$ cat src/rtl/fmop_pkg.sv
package fmop_pkg;

    // Word widths of the datapath
    localparam int PH_W    = 10;
    localparam int QTR_W   = PH_W - 2;
    localparam int ATT_W   = 10;
    localparam int LS_W    = 11;
    localparam int LV_W    = 12;
    localparam int FRAC_W  = QTR_W;
    localparam int EXP_W   = LV_W - FRAC_W;
    localparam int MANT_W  = FRAC_W + 2;
    localparam int OUT_W   = MANT_W + 1;

    // Time multiplexing
    localparam int NUM_SLOTS = 6;
    localparam int SLOT_W    = $clog2(NUM_SLOTS);
    localparam int PIPE_LAT  = 4;
    localparam int LAT_CNT_W = $clog2(PIPE_LAT + 1);

    typedef struct packed {
        logic              vld;
        logic [SLOT_W-1:0] slot;
    } tag_t;

    // After the phase adder
    typedef struct packed {
        tag_t             tag;
        logic [PH_W-1:0]  psum;
        logic [ATT_W-1:0] att;
    } stg_a_t;

    // After the log-domain adder; sign in its first delay register
    typedef struct packed {
        tag_t            tag;
        logic            sign;
        logic [LV_W-1:0] lv;
    } stg_b_t;

    // Before the shifter; sign in its second register, shift count in its first
    typedef struct packed {
        tag_t              tag;
        logic              sign;
        logic [EXP_W-1:0]  expo;
        logic [MANT_W-1:0] mant;
    } stg_c_t;

    // Approximate -log2(sin) of a quarter-wave index, in 1/256 units
    function automatic logic [LS_W-1:0] logsin_lookup(input logic [QTR_W-1:0] q);
        logic [QTR_W:0] v;
        logic [QTR_W:0] norm;
        int             msb;
        int             acc;
        v   = {q, 1'b1};
        msb = 0;
        for (int b = 0; b <= QTR_W; b++) begin
            if (v[b]) msb = b;
        end
        norm = v << (QTR_W - msb);
        acc  = (QTR_W + 1) * (1 << FRAC_W)
             - (msb * (1 << FRAC_W) + int'(norm[FRAC_W-1:0]));
        if (acc > (1 << LS_W) - 1) acc = (1 << LS_W) - 1;
        return acc[LS_W-1:0];
    endfunction

    // Linear approximation of 2^(-f/256), scaled to MANT_W bits
    function automatic logic [MANT_W-1:0] exp_mantissa(input logic [FRAC_W-1:0] f);
        return {1'b1, ~f, 1'b1};
    endfunction

endpackage

$ cat src/rtl/fmop_mod_delay.sv
module fmop_mod_delay #(
    parameter int DEPTH = 6,
    parameter int W     = 10
) (
    input  logic         clk,
    input  logic         rst,
    input  logic [W-1:0] d,
    output logic [W-1:0] q
);
    generate
        if (DEPTH == 0) begin : g_bypass
            assign q = d;
        end else begin : g_line
            logic [W-1:0] taps [DEPTH];
            always_ff @(posedge clk) begin
                if (rst) begin
                    for (int i = 0; i < DEPTH; i++) taps[i] <= '0;
                end else begin
                    taps[0] <= d;
                    for (int i = 1; i < DEPTH; i++) taps[i] <= taps[i-1];
                end
            end
            assign q = taps[DEPTH-1];
        end
    endgenerate
endmodule

$ cat src/rtl/fmop_log_front.sv
module fmop_log_front
    import fmop_pkg::*;
(
    input  logic             clk,
    input  logic             rst,
    input  tag_t             in_tag,
    input  logic [PH_W-1:0]  phase,
    input  logic [PH_W-1:0]  mod_d,
    input  logic [ATT_W-1:0] att,
    output stg_b_t           b_q
);
    stg_a_t           a_q;
    logic [QTR_W-1:0] qidx;
    logic [LS_W-1:0]  ls_val;
    logic [LV_W-1:0]  lv_sum;

    // Stage A: phase plus modulation, attenuation held alongside
    always_ff @(posedge clk) begin
        if (rst) begin
            a_q <= '0;
        end else begin
            a_q.tag  <= in_tag;
            a_q.psum <= phase + mod_d;
            a_q.att  <= att;
        end
    end

    // Quarter-wave fold, log-sine lookup, log-domain attenuation
    always_comb begin
        qidx   = a_q.psum[QTR_W] ? ~a_q.psum[QTR_W-1:0] : a_q.psum[QTR_W-1:0];
        ls_val = logsin_lookup(qidx);
        lv_sum = LV_W'(ls_val) + LV_W'(a_q.att);
    end

    // Stage B: log value, sign enters its delay chain
    always_ff @(posedge clk) begin
        if (rst) begin
            b_q <= '0;
        end else begin
            b_q.tag  <= a_q.tag;
            b_q.sign <= a_q.psum[PH_W-1];
            b_q.lv   <= lv_sum;
        end
    end

    // the log sum never wraps, so a full-scale attenuation keeps lv at or above it
    a_r3_no_wrap: assert property (@(posedge clk) disable iff (rst)
        (a_q.tag.vld && (a_q.att == {ATT_W{1'b1}})) |=> (b_q.lv >= LV_W'({ATT_W{1'b1}})));

endmodule

$ cat src/rtl/fmop_lin_back.sv
module fmop_lin_back
    import fmop_pkg::*;
(
    input  logic                     clk,
    input  logic                     rst,
    input  stg_b_t                   b_q,
    output logic                     out_vld,
    output logic [SLOT_W-1:0]        out_slot,
    output logic signed [OUT_W-1:0]  out_sample
);
    stg_c_t                  c_q;
    logic [MANT_W-1:0]       mag;
    logic signed [OUT_W-1:0] signed_mag;

    // Stage C: mantissa from the fraction; integer part and sign delayed to match
    always_ff @(posedge clk) begin
        if (rst) begin
            c_q <= '0;
        end else begin
            c_q.tag  <= b_q.tag;
            c_q.sign <= b_q.sign;
            c_q.expo <= b_q.lv[LV_W-1:FRAC_W];
            c_q.mant <= exp_mantissa(b_q.lv[FRAC_W-1:0]);
        end
    end

    always_comb begin
        mag        = c_q.mant >> c_q.expo;
        signed_mag = $signed({1'b0, mag});
    end

    // Stage D: two's-complement output register
    always_ff @(posedge clk) begin
        if (rst) begin
            out_vld    <= 1'b0;
            out_slot   <= '0;
            out_sample <= '0;
        end else begin
            out_vld  <= c_q.tag.vld;
            out_slot <= c_q.tag.slot;
            if (!c_q.tag.vld)     out_sample <= '0;
            else if (c_q.sign)    out_sample <= -signed_mag;
            else                  out_sample <= signed_mag;
        end
    end

    a_r5_negative_half: assert property (@(posedge clk) disable iff (rst)
        (c_q.tag.vld && c_q.sign && (mag != '0)) |=> (out_sample < 0));

    a_r5_positive_half: assert property (@(posedge clk) disable iff (rst)
        (c_q.tag.vld && !c_q.sign) |=> (out_sample >= 0));

    a_r4_deep_shift_zero: assert property (@(posedge clk) disable iff (rst)
        (c_q.tag.vld && (int'(c_q.expo) >= MANT_W)) |=> (out_sample == 0));

    a_r8_idle_zero: assert property (@(posedge clk) disable iff (rst)
        (!c_q.tag.vld) |=> (!out_vld && (out_sample == 0)));

endmodule

$ cat src/rtl/fmop_datapath.sv
module fmop_datapath
    import fmop_pkg::*;
#(
    parameter int MOD_DLY = NUM_SLOTS
) (
    input  logic                    clk,
    input  logic                    rst,
    input  logic                    in_valid,
    input  logic [SLOT_W-1:0]       in_slot,
    input  logic [PH_W-1:0]         in_phase,
    input  logic [PH_W-1:0]         in_mod,
    input  logic [ATT_W-1:0]        in_atten,
    output logic                    out_valid,
    output logic [SLOT_W-1:0]       out_slot,
    output logic signed [OUT_W-1:0] out_sample
);
    logic [PH_W-1:0] mod_d;
    tag_t            in_tag;
    stg_b_t          b_q;

    assign in_tag.vld  = in_valid;
    assign in_tag.slot = in_slot;

    fmop_mod_delay #(
        .DEPTH (MOD_DLY),
        .W     (PH_W)
    ) u_mod_delay (
        .clk (clk),
        .rst (rst),
        .d   (in_mod),
        .q   (mod_d)
    );

    fmop_log_front u_front (
        .clk    (clk),
        .rst    (rst),
        .in_tag (in_tag),
        .phase  (in_phase),
        .mod_d  (mod_d),
        .att    (in_atten),
        .b_q    (b_q)
    );

    fmop_lin_back u_back (
        .clk        (clk),
        .rst        (rst),
        .b_q        (b_q),
        .out_vld    (out_valid),
        .out_slot   (out_slot),
        .out_sample (out_sample)
    );

    // Edges since reset, saturating once the pipeline holds only post-reset data
    logic [LAT_CNT_W-1:0] warm_cnt;
    always_ff @(posedge clk) begin
        if (rst)                                  warm_cnt <= '0;
        else if (int'(warm_cnt) != PIPE_LAT)      warm_cnt <= warm_cnt + 1'b1;
    end

    a_r6_valid_latency: assert property (@(posedge clk) disable iff (rst)
        (int'(warm_cnt) == PIPE_LAT) |-> (out_valid == $past(in_valid, PIPE_LAT)));

    a_r6_slot_align: assert property (@(posedge clk) disable iff (rst)
        ((int'(warm_cnt) == PIPE_LAT) && out_valid) |-> (out_slot == $past(in_slot, PIPE_LAT)));

    a_r9_cold_idle: assert property (@(posedge clk) disable iff (rst)
        (int'(warm_cnt) < PIPE_LAT - 1) |=> (!out_valid && (out_sample == 0)));

endmodule

$ cat config.mk
export PLATFORM = sky130hd
export DESIGN_NAME = fmop_datapath
export DESIGN_NICKNAME = d
export VERILOG_FILES = /design/src/rtl/fmop_pkg.sv /design/src/rtl/fmop_mod_delay.sv /design/src/rtl/fmop_log_front.sv /design/src/rtl/fmop_lin_back.sv /design/src/rtl/fmop_datapath.sv
export SDC_FILE = /design/constraint.sdc
export NUM_CORES = 1
export LEC_CHECK = 0
export BUFFER_PORTS_ARGS = -buffer_cell sky130_fd_sc_hd__buf_4
export CORE_UTILIZATION = 60
export DETAILED_ROUTE_END_ITERATION = 10
export PLACE_DENSITY_LB_ADDON = 0.1
export SKIP_LAST_GASP = 1
export SLEW_MARGIN = 15
export SYNTH_ARGS = -nofsm -noshare
export SYNTH_HDL_FRONTEND = slang
export SYNTH_SLANG_ARGS = --single-unit
$ cat constraint.sdc
create_clock -name clk -period 16.8 [get_ports clk]
set_input_delay 1.68 -clock clk [delete_from_list [all_inputs] [get_ports clk]]
set_output_delay 1.68 -clock clk [all_outputs]
set_load 0.01 [all_outputs]
==> results of run 1 <==
-- cell families after synthesis --
family | count (synthesis) | share of synthesized area (%)
compound gates | 110 | 12.7
fa+ha+maj | 35 | 7.54
xor+xnor | 33 | 5.12
flops | 134 | 44.6
mux | 22 | 4.56
simple gates | 245 | 21.8
buf+inv | 51 | 3.64
-- synthesized netlist by cell type (all sizes together), types with 6 or more instances --
cell type,number,area share [%]
a21o,10,1.2
a21oi,26,2.2
buf,8,0.96
clkbuf,19,1.2
dfxtp,134,45
ha,33,6.9
inv,24,1.5
mux2i,15,2.5
nand2,38,2.4
nand2b,6,0.62
nor2,60,3.7
nor2b,101,11
nor3,8,0.67
o21a,7,0.87
o21ai,27,2.3
xnor2,20,2.9
xor2,13,2.2
-- area by class of cell --
cell class | count | share of cell area [%]
Clock inverter | 14 | 2.66
Inverter | 24 | 1.28
Tap cell | 133 | 2.36
Multi-Input combinational cell | 445 | 44.1
Sequential cell | 134 | 38.1
Clock buffer | 18 | 6.07
Timing Repair Buffer | 51 | 5.44
-- sequential cells by signal, summed over array words and instances, names as in the netlist --
name	cells
u_back.c_q	18
u_back.out_sample	11
u_back.out_slot	3
u_back.out_vld	1
u_front.a_q	24
u_front.b_q	17
u_mod_delay.g_line.taps	60
-- per-stage QoR --
step / cells / utilization, %
after floorplan: 630 / -
after global placement: 787 / 66.1
after detailed placement: 787 / 66.1
after CTS: 819 / 72.4
after global routing: 819 / 72.4
final: 819 / 72.4
-- per-layer routing --
metal  vias to the layer above  wire [um]  share of wire, %  track usage, %
met3                        12        644               5.7            6.63
met4                         0        109              0.97            9.01
met1                      2013       5050                45            28.1
met2                       135       5410                48            38.0
met5                         -          0                 0               0
li1                       2210          -                 -               -
-- layout by cell type (no fill, tap or decap), types with 3 or more instances in the layout --
cell type,synthesis,routed
nor2_1,60,60
xor2_1,12,12
dfxtp_1,134,134
nand2_1,38,38
nand2b_1,6,6
or3_1,4,4
nand3b_1,3,3
o21ai_0,25,25
clkbuf_16,0,16
or2_2,3,3
buf_4,3,51
inv_1,24,24
inv_6,0,5
mux4_2,4,4
ha_1,33,33
nor3_1,8,8
a21o_1,10,10
clkinvlp_4,0,3
xnor2_1,20,20
nand3_1,5,5
o32ai_1,3,3
a21oi_1,26,26
mux2i_1,15,15
o21bai_1,4,4
o21a_1,7,7
mux2_2,3,3
a211oi_1,5,5
bufinv_16,0,3
nor2b_1,101,101
-- power by group through the flow --
stage | Clock, uW | Sequential [uW] | Combinational, uW
after floorplan | 0 | 361 | 281
after global placement | 0 | 372 | 328
after detailed placement | 0 | 373 | 336
after CTS | 384 | 367 | 340
after global routing | 398 | 371 | 385
final | 377 | 367 | 344
-- worst max-delay path by stage --
stage / from / cells after the start / slack, ns / end
after floorplan: u_front.a_q[14] / 31 / 10.17 / u_front.b_q[11]
after global placement: u_front.a_q[14] / 30 / 9.34 / u_front.b_q[11]
after detailed placement: u_front.a_q[14] / 30 / 9.07 / u_front.b_q[11]
after CTS: u_front.a_q[14] / 30 / 9.02 / u_front.b_q[11]
after global routing: u_front.a_q[14] / 30 / 8.23 / u_front.b_q[11]
final: u_front.a_q[14] / 30 / 8.87 / u_front.b_q[11]
==> flow_metrics.tcl, run 1 <==
set metrics [dict create \
    gp_congestion 0.893 \
    clockPowerShare_pct 34.6 \
    dpl_worst_slack_ns 9.07 \
    r2r_end "u_front.b_q[11]" \
    clk_latency_ns 0.51 \
    cts_tree "yes" \
    cts-resized-gates 0 \
    ios 51 \
    slowest_delay_ns 0.61 \
    cp.required_ns 17.20 \
    comb_power_share_pct 31.6 \
    grt_pass1_wl_mm 18.3 \
    whs_endpoint "u_back.c_q[8]" \
    cts_max_path_buffers 2 \
    p_seq_share_pct 33.8 \
    slew_viol_final 0 \
    ys.flop_type "dfxtp_1" \
    rsz0062_at_grt "false" \
    setup_tns_ns 0 \
    synth_area_mm2 0.00601 \
    seq_area_frac_synth_pct 44.6 \
    ant_nets 0 \
    status "completed" \
    core-area_mm2 0.00973 \
    stdcell_area_mm2 0.00704 \
    first_pass_iters 5 \
    synth_enable_flop_cells 0 \
    slew_headroom_pct 28.3 \
    r2r_cells 30 \
    p_int_uw 736 \
    grt_pass1_vias 4059 \
    async_flop_share_pct 0 \
    cts_hold_buf 0 \
    period_share_pct 47.2 \
    totalWireLength_mm 11.2 \
    synth_area_per_cell_um2 9.54 \
    cp_top_family "compound AO/OA/AOI/OAI gates" \
    hold_path.startpoint "u_front.b_q[7]" \
    crit_fanout 14 \
    startpoint_type "flop" \
    antenna_found_initial 0 \
    cpMaxStageDelayCell "o32ai_1" \
    gr-total-overflow 0 \
    syn2layout_area_growth_pct 17.2 \
    setup_viol 0 \
    cp_common_cell "a21o_1" \
    clock_sinks 134 \
    drc 0 \
    cts_buffers 17 \
    yosysWarnings 0 \
    clock-root-buffer "clkbuf_8" \
    drv_cap 0 \
    swShare_pct 32.3 \
    die_h_um 102 \
    track_usage_pct 22.9 \
    min_path_cells 1 \
    yosys.cell_types.count 66 \
    postCtsSetupRepairBufs 0 \
    end_kind "flop" \
    multiInputGateArea_mm2 0.00311 \
    p_per_area_mw_per_mm2 154 \
    post_drt_wl_per_cell_um 13.7 \
    start_util_pct 61.8 \
    finalCriticalPeriod_ns 7.93 \
    power_leakage_uw 0.00299 \
    min_path_type "flop to flop" \
    ff_latch_area_mm2 0.00268 \
    io_buffer_count 50 \
    max-vdd-ir-drop_v 0.000171 \
    fin_ws_ns 8.87 \
    finClkSkew_ns 0.00560 \
    rows 36 \
    antennaDiodeCount 0 \
    die_w_um 102 \
    hpwlAfterDp_mm 7.84 \
    hold_viol_final 0 \
    switching_power_uw 352 \
    ctsHtreeMaxLevel 4 \
    placed_area_mm2 0.00643 \
    fmax_mhz 126 \
    whs_ns 0.377 \
    grt_max_degree 120 \
    drt-initial-drc-count 161 \
    viasPerCell 5.34 \
    nets 744 \
    vias 4370 \
    clk_pin_slew_ns 0.06 \
    syn-instance-count 630 \
    synth_seq_cells 134 \
    cp.arrival_ns 8.33 \
    timing.rr.start "u_front.a_q[14]" \
    r2r_slack_ns 8.87 \
    worstPathBufferInverterCount 3 \
    worst_pin_slew_ns 1.07 \
    die-area_mm2 0.0104 \
    fillers 728 \
    critical_path_class "flop to flop" \
    drive_gt1_share_pct 14.7 \
    synth_fp_nets 701 \
    p_total_uw 1090 \
]
(Power assumes the default switching activity.)
==> run 2: changes to the inputs <==
Settings changed: CORE_UTILIZATION 60 to 59.
Clock period 16.8 ns to 7.4 ns, I/O delays scaled along.
==> flow_metrics.tcl, run 2 (same netlist as run 1, synthesis figures left out) <==
set metrics [dict create \
    status "completed" \
    die_w_um 103 \
    track_usage_pct 23.7 \
    whs_endpoint "u_back.c_q[7]" \
    clock_sinks 134 \
    drv_cap 0 \
    grt_pass1_vias 4131 \
    hpwlAfterDp_mm 8.09 \
    viasPerCell 5.34 \
    end_kind "flop" \
    cp_common_cell "a21o_1" \
    period_share_pct 93.0 \
    cp.arrival_ns 7.30 \
    r2r_slack_ns 0.52 \
    antennaDiodeCount 0 \
    r2r_end "u_front.b_q[11]" \
    antenna_found_initial 0 \
    cts_max_path_buffers 2 \
    r2r_cells 31 \
    drive_gt1_share_pct 16.0 \
    setup.worst_path.start "u_front.a_q[14]" \
    core-area_mm2 0.00982 \
    min_path_cells 1 \
    setup_viol 0 \
    postCtsSetupRepairBufs 0 \
    cts_tree "yes" \
    power_leakage_uw 0.00300 \
    post_drt_wl_per_cell_um 14.1 \
    p_per_area_mw_per_mm2 342 \
    fmax_mhz 145 \
    largest_reg_flops 60 \
    ios 51 \
    setup_tns_ns 0 \
    hold_path.startpoint "u_front.b_q[6]" \
    nets 752 \
    drc 0 \
    totalWireLength_mm 11.6 \
    rows 36 \
    max-vdd-ir-drop_v 0.000240 \
    syn2layout_area_growth_pct 17.4 \
    clock-root-buffer "clkbuf_8" \
    first_pass_iters 5 \
    slowest_delay_ns 0.48 \
    cpMaxStageDelayCell "dfxtp_2" \
    min_path_type "flop to flop" \
    cts_buffers 17 \
    gp_congestion 0.919 \
    grt_max_degree 88 \
    critical_path_class "flop to flop" \
    finClkSkew_ns 0.00743 \
    ant_nets 0 \
    worst_pin_slew_ns 0.797 \
    start_util_pct 61.2 \
    clk_pin_slew_ns 0.06 \
    crit_fanout 11 \
    cts_hold_buf 0 \
    die-area_mm2 0.0106 \
    placed_area_mm2 0.00649 \
    vias 4409 \
    grt_pass1_wl_mm 18.9 \
    die_h_um 103 \
    final_cell_count_no_fill 826 \
    reg_top3 "u_mod_delay.g_line.taps (60), u_front.a_q (24), u_back.c_q (18)" \
    final_common_cell "dfxtp_1" \
    drt-initial-drc-count 235 \
    dp.cells 795 \
    mostFrequentLayoutCells "131 x dfxtp_1, 101 x nor2b_1, 60 x nor2_1" \
    io_buffer_count 50 \
    finalCriticalPeriod_ns 6.88 \
    slew_viol_final 0 \
    regMostFlops "u_mod_delay.g_line.taps" \
    timing.rr.start "u_front.a_q[14]" \
    cp.required_ns 7.82 \
    stdcell_area_mm2 0.00705 \
    p_total_uw 2410 \
    slew_headroom_pct 46.9 \
    clk_latency_ns 0.53 \
    hold_viol_final 0 \
    startpoint_type "flop" \
    ctsHtreeMaxLevel 4 \
    gr-total-overflow 0 \
]
run 2: cell count changes in the layout (fill, tap and decap cells not counted), sizes merged:
| cell | previous run | this run |
|---|---|---|
| buf | 51 | 59 |
| bufinv | 3 | 1 |
| clkinv | 1 | 8 |
| clkinvlp | 3 | 2 |
| inv | 31 | 26 |
run 2: how the worst max path moves through the flow:
| stage | cells past startpoint | end |
|---|---|---|
| after floorplan | 31 | u_front.b_q[11] |
| after global placement | 32 | u_front.b_q[10] |
| after detailed placement | 32 | u_front.b_q[10] |
| after CTS | 31 | u_front.b_q[11] |
| after global routing | 32 | u_front.b_q[10] |
| final | 31 | u_front.b_q[11] |
run 2: metal layers:
metal,part of all wire [%],wire [um],global-route usage (%)
met1,45,5210,28.6
met2,47,5490,38.3
met3,6.0,700,8.27
met4,2.0,230,10.4
met5,0,0,0
run 2: cell type report:
type / instances / area, um^2
Multi-Input combinational cell: 445 / 3120
Fill cell: 782 / 2770
Sequential cell: 134 / 2690
Timing Repair Buffer: 59 / 443
Clock buffer: 18 / 418
Tap cell: 133 / 166
Clock inverter: 13 / 128
Inverter: 24 / 90.1
run 2: timing repair:
action	4_1_cts	5_1_grt
resized for setup	0	5
endpoints found under the setup margin	0	3
hold endpoints to repair	0	0
run 2: per-stage QoR:
stage | hold slack (ns) | setup WS (ns) | utilization [%]
floorplan | 0.363 | 0.774 | -
global placement | 0.374 | 0.412 | 66.1
detailed placement | 0.372 | 0.423 | 66.1
CTS | 0.379 | 0.369 | 71.6
global route | 0.396 | -0.0108 | 71.8
finish | 0.383 | 0.520 | 71.8
run 2: power by group:
| group | internal [uW] | total [uW] | switching, uW |
|---|---|---|---|
| clock network | 447 | 768 | 321 |
| logic | 379 | 811 | 432 |
| registers | 785 | 834 | 48.4 |
run 2: worst max-delay path: cells and delay by family, from the launching register on:
| family | cells | cell delay, ns |
|---|---|---|
| AO/OA/AOI/OAI | 16 | 3.35 |
| AND/OR/NAND/NOR | 7 | 1.20 |
| adder cells (fa/ha/maj) | 3 | 0.82 |
| buffers and inverters | 4 | 0.53 |
| flip-flops | 1 | 0.48 |
| multiplexers | 1 | 0.37 |
